===== config.mk =====
export PLATFORM = sky130hd
export DESIGN_NAME = flash_susp_ctrl
export DESIGN_NICKNAME = d
export VERILOG_FILES = /design/src/rtl/flash_susp_ctrl.sv
export SDC_FILE = /design/constraint.sdc
export NUM_CORES = 1
export LEC_CHECK = 0
export BUFFER_PORTS_ARGS = -buffer_cell sky130_fd_sc_hd__buf_2
export CAP_MARGIN = 15
export CORE_UTILIZATION = 40
export CTS_CLUSTER_DIAMETER = 40
export CTS_CLUSTER_SIZE = 30
export DETAILED_ROUTE_END_ITERATION = 8
export GPL_TIMING_DRIVEN = 1
export PLACE_DENSITY = 0.61
export SYNTH_ARGS = -nofsm -noshare
export SYNTH_HDL_FRONTEND = slang
export SYNTH_SLANG_ARGS = --single-unit

===== constraint.sdc =====
create_clock -name clk -period 7 [get_ports clk]
set_input_delay 1.05 -clock clk [delete_from_list [all_inputs] [get_ports clk]]
set_output_delay 1.05 -clock clk [all_outputs]
set_load 0.01 [all_outputs]

===== src/rtl/flash_susp_ctrl.sv =====
module flash_susp_ctrl #(
  parameter int ADDR_W    = 16,
  parameter int ERASE_CYC = 64,
  parameter int PROG_CYC  = 16
) (
  input  logic              clk,
  input  logic              rst_n,
  input  logic              cmd_we,
  input  logic [ADDR_W-1:0] cmd_addr,
  input  logic [7:0]        cmd_data,
  input  logic              vpen_hi,
  output logic [7:0]        status,
  output logic              busy_n,
  output logic [1:0]        rd_mode,
  output logic [ADDR_W-1:0] op_addr,
  output logic              erase_go,
  output logic              prog_go,
  output logic              op_pause,
  output logic              op_continue
);
  localparam int EW = $clog2(ERASE_CYC + 1);
  localparam int PW = $clog2(PROG_CYC + 1);
  localparam logic [7:0] C_SUSP = 8'hB0, C_GO = 8'hD0, C_ERASE = 8'h20, C_PROG = 8'h40,
                         C_RSTAT = 8'h70, C_CLR = 8'h50, C_QUERY = 8'h98, C_ARRAY = 8'hFF,
                         C_CFG = 8'hB8;
  localparam logic [1:0] M_ARRAY = 2'd0, M_STAT = 2'd1, M_QUERY = 2'd2;

  typedef enum logic [3:0] {
    S_IDLE, S_ESET, S_PSET, S_ERASE, S_PROG, S_PSUSP, S_ESUSP, S_NSET, S_NPROG, S_NSUSP
  } st_t;

  st_t          state;
  logic [EW-1:0] ecnt;
  logic [PW-1:0] pcnt;
  logic          err_v, err_s, cfg_off, vp_drop;

  wire esusp_grp = (state == S_ESUSP) || (state == S_NSET) || (state == S_NPROG) || (state == S_NSUSP);
  wire in_setup  = (state == S_ESET) || (state == S_PSET) || (state == S_NSET);
  wire running   = (state == S_ERASE) || (state == S_PROG) || (state == S_NPROG);
  wire psusp     = (state == S_PSUSP) || (state == S_NSUSP);
  wire is_susp   = cmd_we && (cmd_data == C_SUSP);
  wire is_go     = cmd_we && (cmd_data == C_GO);

  assign status = {~running, esusp_grp, err_s, 1'b0, err_v, psusp, 2'b00};
  assign busy_n = cfg_off | ~running;

  always_ff @(posedge clk or negedge rst_n) begin
    if (!rst_n) begin
      state <= S_IDLE;  ecnt <= '0;  pcnt <= '0;  rd_mode <= M_ARRAY;  op_addr <= '0;
      err_v <= 1'b0;  err_s <= 1'b0;  cfg_off <= 1'b0;  vp_drop <= 1'b0;
      erase_go <= 1'b0;  prog_go <= 1'b0;  op_pause <= 1'b0;  op_continue <= 1'b0;
    end else begin
      erase_go <= 1'b0;  prog_go <= 1'b0;  op_pause <= 1'b0;  op_continue <= 1'b0;
      if (esusp_grp && !vpen_hi) vp_drop <= 1'b1;
      if (cmd_we && !in_setup) begin
        case (cmd_data)
          C_RSTAT: rd_mode <= M_STAT;
          C_QUERY: rd_mode <= M_QUERY;
          C_ARRAY: if (!esusp_grp) rd_mode <= M_ARRAY;
          C_CLR:   begin err_v <= 1'b0; err_s <= 1'b0; end
          C_CFG:   cfg_off <= cmd_addr[0];
          default: ;
        endcase
      end
      case (state)
        S_IDLE:
          if (cmd_we && cmd_data == C_ERASE) state <= S_ESET;
          else if (cmd_we && cmd_data == C_PROG) state <= S_PSET;
        S_ESET:
          if (cmd_we) begin
            rd_mode <= M_STAT;
            if (cmd_data == C_GO) begin
              state <= S_ERASE;  ecnt <= EW'(ERASE_CYC);  erase_go <= 1'b1;  op_addr <= cmd_addr;
            end else begin
              state <= S_IDLE;  err_s <= 1'b1;
            end
          end
        S_PSET, S_NSET:
          if (cmd_we) begin
            state   <= (state == S_NSET) ? S_NPROG : S_PROG;
            pcnt    <= PW'(PROG_CYC);
            prog_go <= 1'b1;
            op_addr <= cmd_addr;
            rd_mode <= M_STAT;
          end
        S_ERASE:
          if (ecnt == EW'(1)) state <= S_IDLE;
          else if (is_susp) begin
            state <= S_ESUSP;  op_pause <= 1'b1;  rd_mode <= M_STAT;  vp_drop <= 1'b0;
          end else ecnt <= ecnt - EW'(1);
        S_PROG, S_NPROG:
          if (pcnt == PW'(1)) state <= (state == S_NPROG) ? S_ESUSP : S_IDLE;
          else if (is_susp) begin
            state <= (state == S_NPROG) ? S_NSUSP : S_PSUSP;  op_pause <= 1'b1;  rd_mode <= M_STAT;
          end else pcnt <= pcnt - PW'(1);
        S_PSUSP, S_NSUSP:
          if (is_go) begin
            state <= (state == S_NSUSP) ? S_NPROG : S_PROG;  op_continue <= 1'b1;  rd_mode <= M_STAT;
          end
        S_ESUSP:
          if (is_go) begin
            rd_mode <= M_STAT;
            if (vp_drop || !vpen_hi) begin
              state <= S_IDLE;  err_v <= 1'b1;
            end else begin
              state <= S_ERASE;  op_continue <= 1'b1;
            end
          end else if (cmd_we && cmd_data == C_PROG) state <= S_NSET;
        default: state <= S_IDLE;
      endcase
    end
  end

  AST_STROBE_EXCL: assert property (@(posedge clk) disable iff (!rst_n)
    $onehot0({erase_go, prog_go, op_pause, op_continue}));
  AST_RESUME_CLEARS: assert property (@(posedge clk) disable iff (!rst_n)
    (state == S_ESUSP && is_go && vpen_hi && !vp_drop) |=>
      (!status[7] && !status[6] && rd_mode == M_STAT && op_continue));
  AST_RESUME_BUSY: assert property (@(posedge clk) disable iff (!rst_n)
    (state == S_ESUSP && is_go && vpen_hi && !vp_drop && !cfg_off) |=> !busy_n);
  AST_SUSP_FILTER: assert property (@(posedge clk) disable iff (!rst_n)
    (state == S_ESUSP && cmd_we && (cmd_data == C_ERASE || cmd_data == C_SUSP)) |=>
      (status == $past(status) && !op_pause));
  AST_NEST_RESUME: assert property (@(posedge clk) disable iff (!rst_n)
    (state == S_NSUSP && is_go) |=> (status[6] && !status[2] && !status[7]));
  AST_NO_EARLY_ERASE: assert property (@(posedge clk) disable iff (!rst_n)
    (state == S_NPROG) |=> (state != S_ERASE && !op_continue));
  AST_NO_THIRD_LEVEL: assert property (@(posedge clk) disable iff (!rst_n)
    (state == S_NSUSP && is_susp) |=> (status == 8'hC4 && !op_pause));
  AST_VPEN_ERROR: assert property (@(posedge clk) disable iff (!rst_n)
    (state == S_ESUSP && is_go && (vp_drop || !vpen_hi)) |=> (status[3] && !op_continue));
endmodule


Yosys cells after proc, flatten, opt, wreduce, memory -nomap -nowiden
Index checks and enable logic that the tools add are counted.
{"block": "word_totals", "latch_bits": 0, "output_inout_bits": 31, "n_memories": 0, "regBits": 42, "mem_bits_rw": 0, "mem_bits_ro": 0, "input_bits": 28}
{"block": "op_classes", "n_bitwise": 2, "add_sub_neg": 2, "order_cmp": 0, "reduce_logical": 31, "n_eq_ne": 32, "n_div": 0, "n_mul": 0, "shift": 0, "muxes": 67}
{"op": "$mux W4", "n": 14}
{"op": "$mux W16", "n": 3}
{"op": "$eq A8 B8 Y1 const B", "n": 5}
{"op": "$pmux W16 S2", "n": 1}
{"op": "$mux W7", "n": 4}
{"op": "$pmux W4 S7", "n": 1}
{"op": "$mux W1", "n": 25}
{"op": "$eq A8 B7 Y1 const B", "n": 3}
{"op": "$mux W2", "n": 9}
{"op": "$eq A4 B3 Y1 const B", "n": 4}
{"op": "$mux W5", "n": 3}
{"op": "$ne A2 B2 Y1 const B", "n": 7}
{"op": "$pmux W7 S2", "n": 1}
{"op": "$pmux W5 S2", "n": 1}
{"op": "$logic_or A1 B1 Y1", "n": 9}
{"op": "$eq A4 B2 Y1 const B", "n": 2}
{"op": "$eq A4 B4 Y1 const B", "n": 2}
{"op": "$eq A8 B6 Y1 const B", "n": 1}
{"op": "$pmux W2 S4", "n": 1}
{"op": "$reduce_and A4 Y1", "n": 2}
{"op": "$eq A7 B1 Y1 const B", "n": 1}
{"op": "$reduce_and A7 Y1", "n": 1}
{"op": "$sub A7 B1 Y7 const B", "n": 1}
{"op": "$logic_and A1 B1 Y1", "n": 6}
{"op": "18 further kinds", "n": 27}

Depth between registers and ports, before layout
Gate-level depths: netlist (run 1).
{"block": "depth", "ltp_word": 10, "depth_mapped": 11, "mapped_depth_nobuf": 10}

Worst setup path before layout (run 1)
No wires, ideal clock.
{"block": "synth_timing", "path_kind": "input to register", "startpoint": "input port cmd_data[1]", "endpoint": "register state[2]", "slack_ns": 4.391, "arrival_ns": 2.484, "cell_stages": 6, "t_required_ns": 6.875, "n_path_buf": 1, "cell_sequence": "or3_4 nor4_4 or3b_1 buf_6 nand4_4 mux2_4"}
{"block": "synth_via", "elab_chain_len": 4, "word_cells_on_any_way": 17}
{"item": "start, declared", "line": "10", "text": "input logic [7:0] cmd_data,"}
{"item": "$eq A8 B6 Y1, or another cell as far along", "line": "67", "text": "if (cmd_we && cmd_data == C_ERASE) state <= S_ESET;"}
{"item": "$logic_and A1 B1 Y1, on equally long branches"}
{"item": "$ne A3 B3 Y1 (no source line), or another cell as far along"}
{"item": "$reduce_and A7 Y1 (no source line) / $pmux W4 S7 (equally long branches)"}
{"item": "end signal, assigned", "line": "80", "text": "state <= (state == S_NSET) ? S_NPROG : S_PROG;"}
{"item": "end signal, assigned", "line": "92", "text": "if (pcnt == PW'(1)) state <= (state == S_NPROG) ? S_ESUSP : S_IDLE;"}
{"item": "end, declared", "line": "32", "text": "st_t state;"}
Several ways; a longest one is shown, not always the timed one.
A chain may end at the register's enable or synchronous reset.

Worst setup path after layout (run 1)
{"block": "layout_timing", "startpoint": "register state[2]", "endpoint": "output port busy_n"}
{"block": "layout_via", "elab_chain_len": 5, "word_cells_on_any_way": 7}
{"item": "$eq A4 B2 Y1 / $eq A4 B3 Y1 (equally long branches)", "line": "39", "text": "wire running = (state == S_ERASE) || (state == S_PROG) || (state == S_NPROG);"}
{"item": "$logic_or A1 B1 Y1", "line": "39"}
{"item": "$logic_or A1 B1 Y1 (*)", "line": "39"}
{"item": "$not A1 Y1 (*)", "line": "45", "text": "assign busy_n = cfg_off | ~running;"}
{"item": "$or A1 B1 Y1 (*)", "line": "45"}
{"item": "end, declared", "line": "13", "text": "output logic busy_n,"}
Every way passes the cells marked *; elsewhere a longest branch is shown, timed or not.

==> impl_metrics.csv, run 1 <==
group,metric,value,unit
outcome,outcome,"completed",
flow_run,cap_viol_max_count,0,
placement,place.gp.congestion,0.8479,
setup_path,arrival,2160,ps
clocking,cts_sinks,42,
setup_path,critPathTopFamily,"flip-flops",
clocking,postCtsSetupRepairBufs,0,
setup_path,end_kind,"output pin",
logic_synthesis,synth_top_area_cell,"dfrtp_1",
clocking,cts_max_level,2,
grt,grt_util_met1,23.49,%
logic_synthesis,post_synth.cell_area_avg,10.38,µm²
setup_path,reg2reg_slack,4510,ps
logic_synthesis,synth_area,2575,µm²
grt,grt_max_degree,43,
grt,grt_pass1_vias,1799,
die,num_rows,28,
detailed_routing,finalWirelength,5346,µm
final_layout,nets,327,
grt,antenna_found_initial,0,
detailed_routing,final_antenna_net_count,0,
detailed_routing,num_vias,1967,
setup_path,critPathLaunchType,"flop",
setup_path,critPathMaxFanout,22,
setup_path,reg2reg_to,"state[2]",
power,p_per_area,400.1,nW/µm²
logic_synthesis,synth.area.top_cells,"dfrtp_1, mux2_4, mux2_2, nor2_1, ha_1",
clocking,numCtsBuffers,5,
logic_synthesis,postSynthCellCount,248,
clocking,cts-root-buf,"clkbuf_8",
die,dieArea,6763,µm²
logic_synthesis,synth_edf_count,0,
logic_synthesis,ys_ff_latch,42,
sta,finalSetupViolations,0,
sta,worstMarginPinSlew,914.4,ps
detailed_routing,wl_per_cell,14.49,µm
die,die_w,82.24,µm
sta,max_freq,311.4,MHz
setup_path,path_buf_inv,1,
logic_synthesis,ys_seq_area_share,40.82,%
clocking,cts_resized,0,
final_layout,area_growth,13.17,%
worst_hold_path,worstHoldPathCells,1,
logic_synthesis,ys_async_sr_fraction,100.0,%
worst_hold_path,whs_endpoint,"err_v",
setup_path,r2r_cells,5,
clocking,clkTransAtPathRegs,80,ps
clocking,postCtsHoldBufs,0,
power,irDropWorstVdd,0.0002241,V
detailed_routing,drt_iter0_drc,78,
worst_hold_path,hp-class,"flop to flop",
detailed_routing,first_pass_iters,4,
grt,grt_pass1_wl,8673,µm
final_layout,diodes,0,
setup_path,max_stage_delay,810,ps
die,start_util,42.49,%
setup_path,critPathSlowestCell,"dfrtp_1",
grt,track_usage,16.58,%
die,fp.dieH,82.24,µm
setup_path,reg2reg_from,"state[2]",
clocking,cts_tree,"built",
power,total_power,1.166,mW
sta,max-slew-margin-rel,39.04,%
setup_path,path_cells,"xnor2_1 -> nor3_2 -> a31oi_1 -> or2_2 -> buf_2",
logic_synthesis,ys_warn_count,0,
sta,min_period_over_period,45.88,%
logic_synthesis,synth_top_area_share,40.82,%
sta,final_hold_viol_count,0,
logic_synthesis,ys_types,65,
clocking,clk_latency,290,ps
sta,whs,490.6,ps
placement,dp_hpwl,3841,µm
sta,fin_setup_tns,0,ps
sta,rsz0062_at_grt,"false",
grt,groute.layer.met2.usage,25.87,%
clocking,clockBufferDepth,2,
detailed_routing,drc,0,
final_layout,drive_gt1_share,31.97,%
worst_hold_path,min_from,"err_v",
sta,min_period,3211,ps
die,core,6061,µm²
grt,grt_most_used_layer,"met2",
sta,fin_skew,7.278,ps
grt,overflow,0,
placement,place_inst,361,
final_layout,instances_no_fill,369,
grt,grtUsageMet3,4.066,%
sta,finalMaxSlewViolations,0,
logic_synthesis,synth_ff_type,"dfrtp_1",
placement,io_buffers,55,
detailed_routing,vias_per_cell,5.331,
power,leakagePower,1.363,nW
die,ios,59,
setup_path,path_class,"flop to output pin",
setup_path,crit_required,5950,ps
==> worst max-delay path by stage <==
stage | startpoint | cells past startpoint | to
after floorplan | cmd_data[1] | 6 | state[2]
after global placement | cmd_data[1] | 6 | state[2]
after detailed placement | cmd_data[1] | 6 | state[2]
after CTS | state[2] | 5 | busy_n
after global routing | state[2] | 5 | busy_n
final | state[2] | 5 | busy_n
==> placed cells by master (no fill, tap or decap), drive strengths merged, types with 3 or more instances in the layout <==
cell,synthesis,final
a21oi,9,9
a31oi,3,3
and2b,3,3
buf,15,55
clkbuf,4,6
clkinv,1,3
conb,1,3
dfrtp,42,42
ha,6,6
inv,9,9
mux2,18,18
nand2,18,18
nand2b,8,8
nand3,9,9
nand4,3,3
nor2,21,21
nor2b,4,4
nor3,6,6
nor4,7,7
o211ai,3,3
o21ai,8,8
xnor2,7,7
xor2,3,3
==> registers in the layout, summed over array words and instances (netlist names) <==
name         count
pcnt             5
cfg_off          1
op_pause         1
rd_mode          2
prog_go          1
ecnt             7
err_s            1
vp_drop          1
erase_go         1
err_v            1
state            4
op_addr         16
op_continue      1
==> final cells by class <==
| type | instances | area (µm²) |
|---|---|---|
| repair buffers | 55 | 275.3 |
| multi-input cells | 179 | 1369 |
| flip-flops and latches | 42 | 1051 |
| clock buffers | 6 | 72.57 |
| inverters | 10 | 38.79 |
| clock inverters | 2 | 13.76 |
| fillers | 592 | 3147 |
| well taps | 75 | 93.84 |
==> layer usage <==
layer / up-vias / wire length (µm)
li1: 962 / -
met1: 939 / 2715
met2: 64 / 2248
met3: 2 / 363
met4: 0 / 18
met5: - / 0
==> cells by family (layout without fill, tap and decap cells) <==
kind of cell | Yosys count | after routing | synth area share, %
other | 1 | 3 | 0.1456
flip-flops | 42 | 42 | 40.82
AO/OA/AOI/OAI | 42 | 42 | 12.93
adder cells (fa/ha/maj) | 6 | 6 | 2.915
multiplexers | 19 | 19 | 9.864
XOR/XNOR | 10 | 10 | 3.402
AND/OR/NAND/NOR | 99 | 99 | 23.62
buffers and inverters | 29 | 73 | 6.316
==> synthesized netlist by cell type (all sizes together) (4+ instances only) <==
library cell / n
dfrtp: 42
nor2: 21
mux2: 18
nand2: 18
buf: 15
a21oi: 9
inv: 9
nand3: 9
nand2b: 8
o21ai: 8
nor4: 7
xnor2: 7
ha: 6
nor3: 6
clkbuf: 4
nor2b: 4
==> power by group <==
part / switching, mW / internal, mW
combinational: 0.276 / 0.281
sequential: 0.114 / 0.339
clock: 0.0845 / 0.0705
total: 0.475 / 0.691
==> per-stage QoR <==
| step | cell area, µm² | setup WS, ps | util, % |
|---|---|---|---|
| global placement | 2828 | 4056 | 46.66 |
| CTS | 2914 | 3780 | 48.08 |
| global route | 2914 | 3642 | 48.08 |
| floorplan | 2582 | 4391 | - |
| finish | 2914 | 3789 | 48.08 |
| detailed placement | 2828 | 4000 | 46.66 |
No activity file was read; power rests on OpenSTA's default activity.
==> run 2: changes to the inputs <==
PLACE_DENSITY = 0.64   (was 0.61)
clock period = 2.69 ns   (was 7 ns; I/O delays follow)
==> run 2 against run 1 <==
- design area rose by 4.1%
- non-clock buffer count rose by 9
- critical path type is now flop to flop
- wire length fell by 0.69%
- largest cell class unchanged
==> impl_metrics.csv, run 2 (synthesis results as in run 1) <==
group,metric,value,unit
outcome,outcome,"completed",
sta,min_period,2377,ps
worst_hold_path,hp-class,"primary input to async pin",
grt,grt_most_used_layer,"met2",
detailed_routing,drc,0,
setup_path,crit_required,2870,ps
final_layout,largest_registers,"op_addr: 16 flops, ecnt: 7 flops, pcnt: 5 flops",
setup_path,arrival,2560,ps
setup_path,worstSetupPathDepth,10,
detailed_routing,num_vias,1977,
clocking,clkTransAtPathRegs,80,ps
sta,finalMaxSlewViolations,0,
die,fp.dieH,82.24,µm
setup_path,r2r_cells,10,
final_layout,seq_area,1051,µm²
die,start_util,42.49,%
setup_path,critPathLaunchType,"flop",
final_layout,diodes,0,
sta,min_period_over_period,88.38,%
setup_path,crit_start,"pcnt[1]",
grt,grtUsageMet3,2.857,%
setup_path,path_class,"flop to flop",
sta,final_hold_viol_count,0,
placement,io_buffers,55,
setup_path,max_stage_delay,550,ps
detailed_routing,finalWirelength,5309,µm
final_layout,final_cell_mix,"buf_2, dfrtp_1, nor2_1",
final_layout,num-fill-cells,562,
grt,groute.layer.met2.usage,24.46,%
clocking,cts-root-buf,"clkbuf_8",
sta,rsz0062_at_grt,"false",
grt,grt_pass1_wl,8487,µm
flow_run,cap_viol_max_count,0,
setup_path,path_cells,"inv_1 -> ha_1 -> or4b_1 -> ha_1 -> nand2_1 -> nor2_1 -> nor2_1 -> a2bb2oi_1 -> o21ai_0 -> mux2_4",
final_layout,top_register,"op_addr",
power,p_per_area,1082,nW/µm²
grt,overflow,0,
clocking,cts_sinks,42,
detailed_routing,wl_per_cell,14.04,µm
die,ios,59,
sta,fin_skew,4.057,ps
detailed_routing,drt_iter0_drc,67,
grt,antenna_found_initial,0,
setup_path,reg2reg_slack,310,ps
sta,fin_setup_tns,0,ps
setup_path,critPathMaxFanout,5,
clocking,numCtsBuffers,5,
clocking,clk_latency,290,ps
grt,grt_max_degree,43,
die,die_w,82.24,µm
setup_path,path_buf_inv,1,
final_layout,area_growth,17.78,%
detailed_routing,vias_per_cell,5.230,
grt,grt_pass1_vias,1710,
final_layout,multi_input_area,1369,µm²
final_layout,final_common_cell,"buf_2",
clocking,clockBufferDepth,2,
setup_path,critPathTopFamily,"simple AND/OR/NAND/NOR gates",
clocking,cts_tree,"built",
power,leakagePower,1.431,nW
sta,worstMarginPinSlew,889.6,ps
sta,max_freq,420.6,MHz
setup_path,critPathSlowestCell,"or4b_1",
setup_path,cp-endpoint,"state[2]",
placement,dp_hpwl,4027,µm
setup_path,reg2reg_to,"state[2]",
power,irDropWorstVdd,0.0004713,V
final_layout,nets,336,
sta,max-slew-margin-rel,40.69,%
grt,track_usage,16.51,%
detailed_routing,first_pass_iters,4,
clocking,postCtsHoldBufs,0,
setup_path,reg2reg_from,"pcnt[1]",
detailed_routing,final_antenna_net_count,0,
final_layout,drive_gt1_share,34.32,%
clocking,cts_resized,0,
grt,grt_util_met1,24.40,%
clocking,postCtsSetupRepairBufs,0,
die,dieArea,6763,µm²
sta,whs,230.3,ps
die,num_rows,28,
clocking,cts_max_level,2,
sta,finalSetupViolations,0,
setup_path,end_kind,"flop",
placement,place.gp.congestion,0.8830,
final_layout,largest_reg_flops,16,
die,core,6061,µm²
run 2: where the power goes:
part	switching [mW]	internal (mW)
Clock	0.221	0.372
Combinational	0.779	0.777
Sequential	0.248	0.885
run 2: layout make-up:
type                    instances  share of cell area (%)
flip-flops and latches         42                   34.65
clock inverters                 3                   2.269
well taps                      75                   3.094
multi-input cells             179                   45.13
clock buffers                   5                   2.269
inverters                      10                   1.279
repair buffers                 64                   11.30
run 2: worst reg2reg max path, delay by kind of cell, from the launching register on:
family          cells  cell delay (ps)
simple gates        4              770
mux                 1              270
buf+inv             1              100
fa+ha+maj           2              470
compound gates      2              240
flops               1              420
run 2: metal layers:
layer	vias to the layer above	share of wire [%]
met1	935	51
met3	4	5.5
li1	977	-
met5	-	0
met4	0	0.96
met2	61	42
run 2: stage by stage:
| step | utilization, % | area [µm²] | setup WS [ps] | instances | power, mW |
|---|---|---|---|---|---|
| after detailed placement | 47.77 | 2895 | 337.1 | 370 | 2.702 |
| after global placement | 47.77 | 2895 | 387.5 | 370 | 2.681 |
| after floorplan | - | 2582 | 468.9 | 250 | 2.310 |
| final | 50.04 | 3033 | 312.7 | 378 | 3.281 |
| after global routing | 50.04 | 3033 | 115.9 | 378 | 3.549 |
| after CTS | 50.04 | 3033 | 325.9 | 378 | 3.312 |
run 2: worst min path at each step:
| stage | end | cells past startpoint | slack (ps) |
|---|---|---|---|
| 2_1_floorplan | cfg_off | 0 | 110 |
| 3_3_place_gp | op_addr[0] | 1 | 480 |
| 3_5_place_dp | err_v | 1 | 480 |
| 4_1_cts | op_addr[9] | 1 | 270 |
| 5_1_grt | ecnt[3] | 1 | 310 |
| 6_report | ecnt[4] | 1 | 230 |
==> run 3: changes to the inputs <==
CORE_UTILIZATION = 30   (was 40)
PLACE_DENSITY = 0.5   (was 0.64)
==> run 3 against run 2 <==
- wire length grew 8.3%
- worst hold slack lost 4.4 ps
- non-clock buffer count shrank 2
- critical path type is now flop to output pin
- largest cell class unchanged
==> impl_metrics.csv, run 3 (synthesis results as in run 1) <==
group,metric,value,unit
placement,placed_area,2918,µm²
sta,worstMarginPinSlew,937.4,ps
clocking,clkTransAtPathRegs,90,ps
setup_path,critPathLaunchType,"flop",
sta,max_freq,403.7,MHz
grt,grt_pass1_vias,1796,
clocking,cts-root-buf,"clkbuf_8",
grt,antenna_found_initial,0,
final_layout,top_register,"op_addr",
clocking,postCtsHoldBufs,0,
sta,fin_setup_tns,0,ps
die,start_util,31.18,%
clocking,numCtsBuffers,5,
detailed_routing,finalWirelength,5747,µm
detailed_routing,vias_per_cell,4.889,
setup_path,crit_start,"state[2]",
sta,worst_slack,212.8,ps
final_layout,largest_registers,"op_addr: 16 flops, ecnt: 7 flops, pcnt: 5 flops",
clocking,cts_sinks,42,
die,die_w,94.65,µm
setup_path,arrival,2070,ps
power,p_per_area,1037,nW/µm²
detailed_routing,first_pass_iters,4,
detailed_routing,drc,0,
final_layout,finalInstanceArea,3010,µm²
placement,io_buffers,55,
die,core,8258,µm²
worst_hold_path,hp-class,"primary input to async pin",
final_layout,final_cell_mix,"buf_2, dfrtp_1, nor2_1",
sta,finalSetupViolations,0,
final_layout,largest_reg_flops,16,
clocking,cts_tree,"built",
clocking,postCtsSetupRepairBufs,0,
placement,dp_hpwl,4232,µm
final_layout,area_growth,16.91,%
setup_path,end_kind,"output pin",
sta,finalMaxSlewViolations,0,
power,irDropWorstVdd,0.0003184,V
detailed_routing,final_antenna_net_count,0,
detailed_routing,num_vias,1985,
setup_path,reg2reg_from,"state[2]",
setup_path,path_class,"flop to output pin",
sta,min_period_over_period,92.09,%
final_layout,nets,334,
setup_path,max_stage_delay,680,ps
clocking,clockBufferDepth,2,
sta,final_hold_viol_count,0,
sta,max-slew-margin-rel,37.51,%
grt,track_usage,13.24,%
die,dieArea,8958,µm²
grt,grt_pass1_wl,9315,µm
placement,place.gp.congestion,0.8310,
setup_path,critPathSlowestCell,"dfrtp_1",
power,leakagePower,1.394,nW
detailed_routing,drt_iter0_drc,79,
sta,rsz0062_at_grt,"false",
sta,fin_skew,3.406,ps
die,fp.dieH,94.65,µm
die,num_rows,33,
die,ios,59,
outcome,outcome,"completed",
setup_path,crit_required,2290,ps
clocking,cts_max_level,2,
setup_path,path_cells,"xnor2_1 -> nor3_2 -> a31oi_1 -> or2_2 -> buf_2",
flow_run,cap_viol_max_count,0,
clocking,clk_latency,300,ps
final_layout,drive_gt1_share,33.89,%
detailed_routing,wl_per_cell,14.16,µm
final_layout,seq_area,1051,µm²
final_layout,num-fill-cells,862,
grt,grt_max_degree,43,
sta,min_period,2477,ps
grt,overflow,0,
final_layout,multi_input_area,1369,µm²
final_layout,diodes,0,
final_layout,final_common_cell,"buf_2",
setup_path,critPathMaxFanout,16,
clocking,cts_resized,0,
placement,dpl_worst_slack,322.6,ps
sta,whs,225.9,ps
[run 3: worst paths after layout]
check,end,slack [ps],cells after the start
max,busy_n,210,5
min,op_addr[11],230,1
max reg2reg,state[2],300,5
min reg2reg,err_v,500,1
max in group asynchronous,rd_mode[0],1870,1
min in group clk,op_addr[7],330,2
[run 3: layout make-up]
class	count	area share, %
Tap cell	105	4.364
Multi-Input combinational cell	179	45.47
Timing Repair Buffer	62	10.89
Clock buffer	5	2.286
Clock inverter	3	0.7897
Sequential cell	42	34.91
Inverter	10	1.288
[run 3: power breakdown]
part	internal, mW	switching [mW]	leakage, nW
clock	0.186	0.250	0.0408
sequential	0.884	0.277	0.514
combinational	0.761	0.763	0.839
[run 3: worst max-delay path, delay by kind of cell, from the launching register on]
kind	cells	cell delay [ps]
compound gates	1	140
xor+xnor	1	210
buf+inv	1	140
flops	1	680
simple gates	2	610
[run 3: metal layers]
| layer | vias to the layer above | wire length, µm | GRT usage, % | share of wire (%) |
|---|---|---|---|---|
| met4 | 0 | 45 | 2.652 | 0.78 |
| met1 | 963 | 2803 | 18.91 | 49 |
| met2 | 43 | 2691 | 20.50 | 47 |
| met3 | 4 | 206 | 2.818 | 3.6 |
| li1 | 975 | - | - | - |
| met5 | - | 0 | 0 | 0 |
[run 3: through the flow]
stage	util [%]	std cells	total power, mW
floorplan	-	250	2.310
global placement	35.33	398	2.686
detailed placement	35.33	398	2.700
CTS	36.45	406	3.154
global route	36.45	406	3.373
finish	36.45	406	3.122
